### src/rtl/parstat_pkg.sv
package parstat_pkg;
  // strobes from control to datapath
  typedef struct packed {
    logic capture;  // strobe carrying at least one error flag
    logic clear;    // initialize or selected write
    logic readEn;   // selected read
  } statusCtl_t;

  localparam int ROW_W    = 2;
  localparam int STATUS_W = 2 + ROW_W;
endpackage

### src/rtl/parstat_ctrl.sv
module parstat_ctrl
  import parstat_pkg::*;
#(
  parameter int                ADDR_W     = 16,
  parameter logic [3:0]        LOW_MASK   = 4'hF,
  parameter logic              BIT6_LEVEL = 1'b1,
  parameter logic [ADDR_W-9:0] HIGH_MASK  = '1
) (
  input  logic              clk,
  input  logic              rstN,
  input  logic              initReq,
  input  logic [ADDR_W-1:0] ioAddr,
  input  logic              ioRd,
  input  logic              ioWr,
  input  logic              capStb,
  input  logic              lowErr,
  input  logic              highErr,
  output statusCtl_t        ctl,
  output logic              ack
);
  localparam int HI_W = ADDR_W - 8;

  logic [HI_W-1:0] hiBitOk;
  logic [3:0]      loBitOk;
  logic            fixedOk, midOk, portSel, cmdSel, ackQ;

  for (genvar i = 0; i < 4; i++) begin : g_lo
    assign loBitOk[i] = !(LOW_MASK[i] && ioAddr[i]);
  end
  for (genvar i = 0; i < HI_W; i++) begin : g_hi
    assign hiBitOk[i] = !(HIGH_MASK[i] && ioAddr[8+i]);
  end

  assign fixedOk = ioAddr[4] & ioAddr[5] & ioAddr[7];
  assign midOk   = (ioAddr[6] == BIT6_LEVEL);
  assign portSel = fixedOk & midOk & (&loBitOk) & (&hiBitOk);
  assign cmdSel  = (ioRd | ioWr) & portSel;

  always_comb begin
    ctl.capture = capStb & (lowErr | highErr);
    ctl.clear   = initReq | (ioWr & portSel);
    ctl.readEn  = ioRd & portSel;
  end

  always_ff @(posedge clk or negedge rstN) begin
    if (!rstN) ackQ <= 1'b0;
    else       ackQ <= cmdSel;
  end
  assign ack = ackQ;

  // no command in a cycle means no acknowledge in the next
  a_r11_ack_drops: assert property (@(posedge clk) disable iff (!rstN)
    !(ioRd || ioWr) |=> !ack);
  // an acknowledge only rises behind a command
  a_r11_ack_needs_cmd: assert property (@(posedge clk) disable iff (!rstN)
    $rose(ack) |-> $past(ioRd || ioWr));
endmodule

### src/rtl/parstat_dp.sv
module parstat_dp
  import parstat_pkg::*;
#(
  parameter int DATA_W   = 16,
  parameter int NUM_IRQ  = 8,
  parameter int IRQ_SEL  = 7
) (
  input  logic              clk,
  input  logic              rstN,
  input  statusCtl_t        ctl,
  input  logic              lowErr,
  input  logic              highErr,
  input  logic [ROW_W-1:0]  rowSel,
  output logic [DATA_W-1:0] rdData,
  output logic              rdOe,
  output logic [NUM_IRQ-1:0] irq
);
  logic [STATUS_W-1:0] statusQ;
  logic                held;

  assign held = statusQ[0] | statusQ[1];

  always_ff @(posedge clk or negedge rstN) begin
    if (!rstN)                     statusQ <= '0;
    else if (ctl.clear)            statusQ <= '0;
    else if (ctl.capture && !held) statusQ <= {rowSel, highErr, lowErr};
  end

  assign rdOe   = ctl.readEn;
  assign rdData = ctl.readEn ? DATA_W'(statusQ) : '0;

  for (genvar i = 0; i < NUM_IRQ; i++) begin : g_irq
    if (i == IRQ_SEL) begin : g_on
      assign irq[i] = held;
    end else begin : g_off
      assign irq[i] = 1'b0;
    end
  end

  // at most one interrupt line active
  a_r8_irq_onehot: assert property (@(posedge clk) disable iff (!rstN)
    $onehot0(irq));
  // a clear leaves no interrupt behind
  a_r9_clear_empties: assert property (@(posedge clk) disable iff (!rstN)
    ctl.clear |=> (irq == '0));
  // a held record does not move unless cleared
  a_r6_hold_first: assert property (@(posedge clk) disable iff (!rstN)
    (held && !ctl.clear) |=> $stable(statusQ));
  // a flagged strobe raises the interrupt
  a_r5_capture_sets: assert property (@(posedge clk) disable iff (!rstN)
    (ctl.capture && !ctl.clear) |=> irq[IRQ_SEL]);
endmodule

### src/rtl/parity_status_port.sv
module parity_status_port
  import parstat_pkg::*;
#(
  parameter int                ADDR_W     = 16,
  parameter int                DATA_W     = 16,
  parameter int                NUM_IRQ    = 8,
  parameter int                IRQ_SEL    = 7,
  parameter logic [3:0]        LOW_MASK   = 4'hF,
  parameter logic              BIT6_LEVEL = 1'b1,
  parameter logic [ADDR_W-9:0] HIGH_MASK  = '1
) (
  input  logic               clk,
  input  logic               rstN,
  input  logic               initReq,
  input  logic [ADDR_W-1:0]  ioAddr,
  input  logic               ioRd,
  input  logic               ioWr,
  input  logic               capStb,
  input  logic               lowErr,
  input  logic               highErr,
  input  logic [1:0]         rowSel,
  output logic [DATA_W-1:0]  rdData,
  output logic               rdOe,
  output logic               ack,
  output logic [NUM_IRQ-1:0] irq
);
  statusCtl_t ctl;

  parstat_ctrl #(
    .ADDR_W(ADDR_W), .LOW_MASK(LOW_MASK),
    .BIT6_LEVEL(BIT6_LEVEL), .HIGH_MASK(HIGH_MASK)
  ) u_ctrl (
    .clk(clk), .rstN(rstN), .initReq(initReq), .ioAddr(ioAddr),
    .ioRd(ioRd), .ioWr(ioWr), .capStb(capStb), .lowErr(lowErr),
    .highErr(highErr), .ctl(ctl), .ack(ack)
  );

  parstat_dp #(
    .DATA_W(DATA_W), .NUM_IRQ(NUM_IRQ), .IRQ_SEL(IRQ_SEL)
  ) u_dp (
    .clk(clk), .rstN(rstN), .ctl(ctl), .lowErr(lowErr),
    .highErr(highErr), .rowSel(rowSel), .rdData(rdData),
    .rdOe(rdOe), .irq(irq)
  );
endmodule

### config.mk
export PLATFORM = sky130hd
export DESIGN_NAME = parity_status_port
export DESIGN_NICKNAME = d
export VERILOG_FILES = /design/src/rtl/parstat_pkg.sv /design/src/rtl/parstat_ctrl.sv /design/src/rtl/parstat_dp.sv /design/src/rtl/parity_status_port.sv
export SDC_FILE = /design/constraint.sdc
export NUM_CORES = 1
export LEC_CHECK = 0
export CORE_AREA = 2 2 39 41
export DETAILED_ROUTE_END_ITERATION = 7
export DIE_AREA = 0 0 41 43
export DONT_BUFFER_PORTS = 1
export SETUP_SLACK_MARGIN = 0.5
export SYNTH_ARGS = -nofsm -noshare
export SYNTH_HDL_FRONTEND = slang
export SYNTH_HIERARCHICAL = 1
export SYNTH_SLANG_ARGS = --single-unit
### constraint.sdc
create_clock -name clk -period 1.2 [get_ports clk]
set_clock_uncertainty 0.05 [all_clocks]
set_input_delay 0.18 -clock clk [delete_from_list [all_inputs] [get_ports clk]]
set_output_delay 0.18 -clock clk [all_outputs]
set_load 0.05 [all_outputs]
==> results.cfg <==
[synth]
seq_area_frac_synth = 0.2488
yosysWarningCount = 6
netlist_area_um2 = 503.0
yosysTopAreaCellShare = 0.3134
synthXorXnorAreaFrac = 0
synthSimpleGateAreaFrac = 0.3035
synth_fa_ha_area_frac = 0
synth_compound_area_frac = 0.07214
synth_cell_types = 21
synthMuxAreaShare = 0.03980
synth_top_family_by_area = buffers and inverters
synth_area_leader_cell = buf_4
synth_cells = 54
syn_avg_cell_area_um2 = 9.314
synthTopCellsByArea = buf_4 (31%), dfrtp_1 (25%), nor4b_2 (6.0%)
ys_ff_latch = 5

[setup_path]
criticalPathCategory = in2out
crit_required_ps = 970
r2r_end = u_dp/statusQ[3]
cp_max_fo = 5
end_kind = output port
regToRegSetupSlack_ps = 80
r2r_cells = 3
critPathLaunchType = primary input
crit_start = ioAddr[0]
r2r-start = u_dp/statusQ[0]
cp.arrival_ps = 1090
endpoint = rdData[3]

[timing]
slew_viol_final = 0
finalHoldViolations = 0
rsz0062_at_grt = yes
period_share = 1.100
fmax_mhz = 757.5
layout_setup_ws_ps = -120.2
finalCriticalPeriod_ps = 1320
tns_ps = -695.2
finalSetupViolCount = 7
hold_slack_ps = 27.07

[clocking]
h-tree-depth = 1
cts_root_buf = clkbuf_4
clockBufferDepth = 2
cts_tree = yes
clock-sinks = 5
clk_latency_ps = 240
numCtsBuffers = 3
clk_pin_slew_worst_paths_ps = 40

[outcome]
violations = negative setup slack
status = finished, violations left

[place]
place_area_um2 = 498.0
dpl.cell_count = 72
port_buffers = 0
dp_hpwl_um = 747.8
finalWeightedCongestion = 0.6116

[routing]
routed_wl_um = 1024
drc = 0
vias = 360
drtPass1Iterations = 4
viasPerCell = 4.390
drt_iter0_markers = 1
wl_per_cell_um = 12.49
ant_nets = 0

[global_route]
grt_usage = 0.1192
grt_overflow_total = 0
grt_start_max_net_pins = 6
antenna_found_initial = 0
grt_pass1_wl_um = 1248
grt_pass1_vias = 307

[layout]
nNetsFinal = 93
fin_area_um2 = 641.9
final_util = 0.4638
drive_above_1_share = 0.4697
diodes = 0
area_growth_pct = 27.61
stdcell_count = 82

[die]
start_util = 0.3635
io-pin-count = 52
dieArea_mm2 = 0.001763
fp-row-count = 14
die_w_um = 41
die_h_um = 43
core_mm2 = 0.001384

[pwr]
max-vdd-ir-drop_mv = 0.4127
p_leak_uw = 0.0003261
power-per-cell-area_mw_per_mm2 = 974.5

[flow_run]
cap_violations = 0

[worst_hold_path]
hold_path.class = in2reg
## per-stage QoR
stage | power [uW] | setup WS [ps]
global route | 650.5 | -166.0
floorplan | 424.5 | -66.72
finish | 625.5 | -120.2
CTS | 621.5 | -106.5
global placement | 393.4 | -113.9
detailed placement | 394.7 | -124.4
## cell families after synthesis
group | Yosys count
compound gates | 5
buf+inv | 23
flops | 5
mux | 2
other cells | 1
simple gates | 18
## synthesized netlist by cell type, drive strengths merged
cell and number:
o21a 1, nor4 1, o211a 1, nor3b 1, and2 4, nand2 1
a31o 1, and3 2, mux2i 2, nor4b 2, nand2b 2, a21oi 2
nor4bb 1, dfrtp 5, buf 21, inv 2, or2b 2, nand3b 2
conb 1
## cell type report
class / instances / area [um^2]
Clock buffer: 4 / 26.28
Fill cell: 145 / 742.0
Timing Repair Buffer: 11 / 112.6
Tap cell: 16 / 20.02
Multi-Input combinational cell: 44 / 349.1
Sequential cell: 5 / 126.4
Inverter: 2 / 7.507
## flip-flops by register name, summed over array words and instances, names as in the netlist
signal / cells
u_dp/statusQ: 4
u_ctrl/ack: 1
## worst min-delay path by stage
stage,from,slack (ps),cells after the start,endpoint
final,rowSel[1],30,2,u_dp/statusQ[3]
after global routing,ioRd,30,1,u_ctrl/ack
after CTS,ioRd,30,1,u_ctrl/ack
after detailed placement,rstN,-170,0,u_dp/statusQ[3]
after global placement,rstN,-170,0,u_dp/statusQ[3]
after floorplan,rstN,-170,0,u_ctrl/ack
## worst max-delay path: stages
cell and delay, ps:
nor4b_4 240, and3_1 210, and3_4 220, and2_4 240
## repair_timing
item,CTS,global route
gates resized for setup,10,5
endpoints found under the setup margin,12,12
pin swaps,4,4
hold endpoints to repair,5,0
buffers inserted,3,2
cloned,0,0
hold buffers,1,0
## power breakdown
group          leakage (uW)  switching, uW  internal (uW)  total, uW
Combinational      0.000245            176           66.8        243
Sequential        0.0000661           8.60            178        187
Clock             0.0000150           70.3            126        196
## per-layer routing
metal / vias up / share of wire / GRT usage
met5: - / 0 / 0
met4: 0 / 0.033 / 0.1200
met3: 4 / 0.15 / 0.06806
met2: 33 / 0.51 / 0.1750
met1: 156 / 0.31 / 0.1016
li1: 167 / - / -
## cells in the final DEF (no fill, tap or decap), types with 3 or more instances in the layout
cell and n:
and2_4 4, buf_4 5, buf_6 4, clkbuf_4 3, dfrtp_1 4, conb_1 19
No activity file was read; power rests on OpenSTA's default activity.
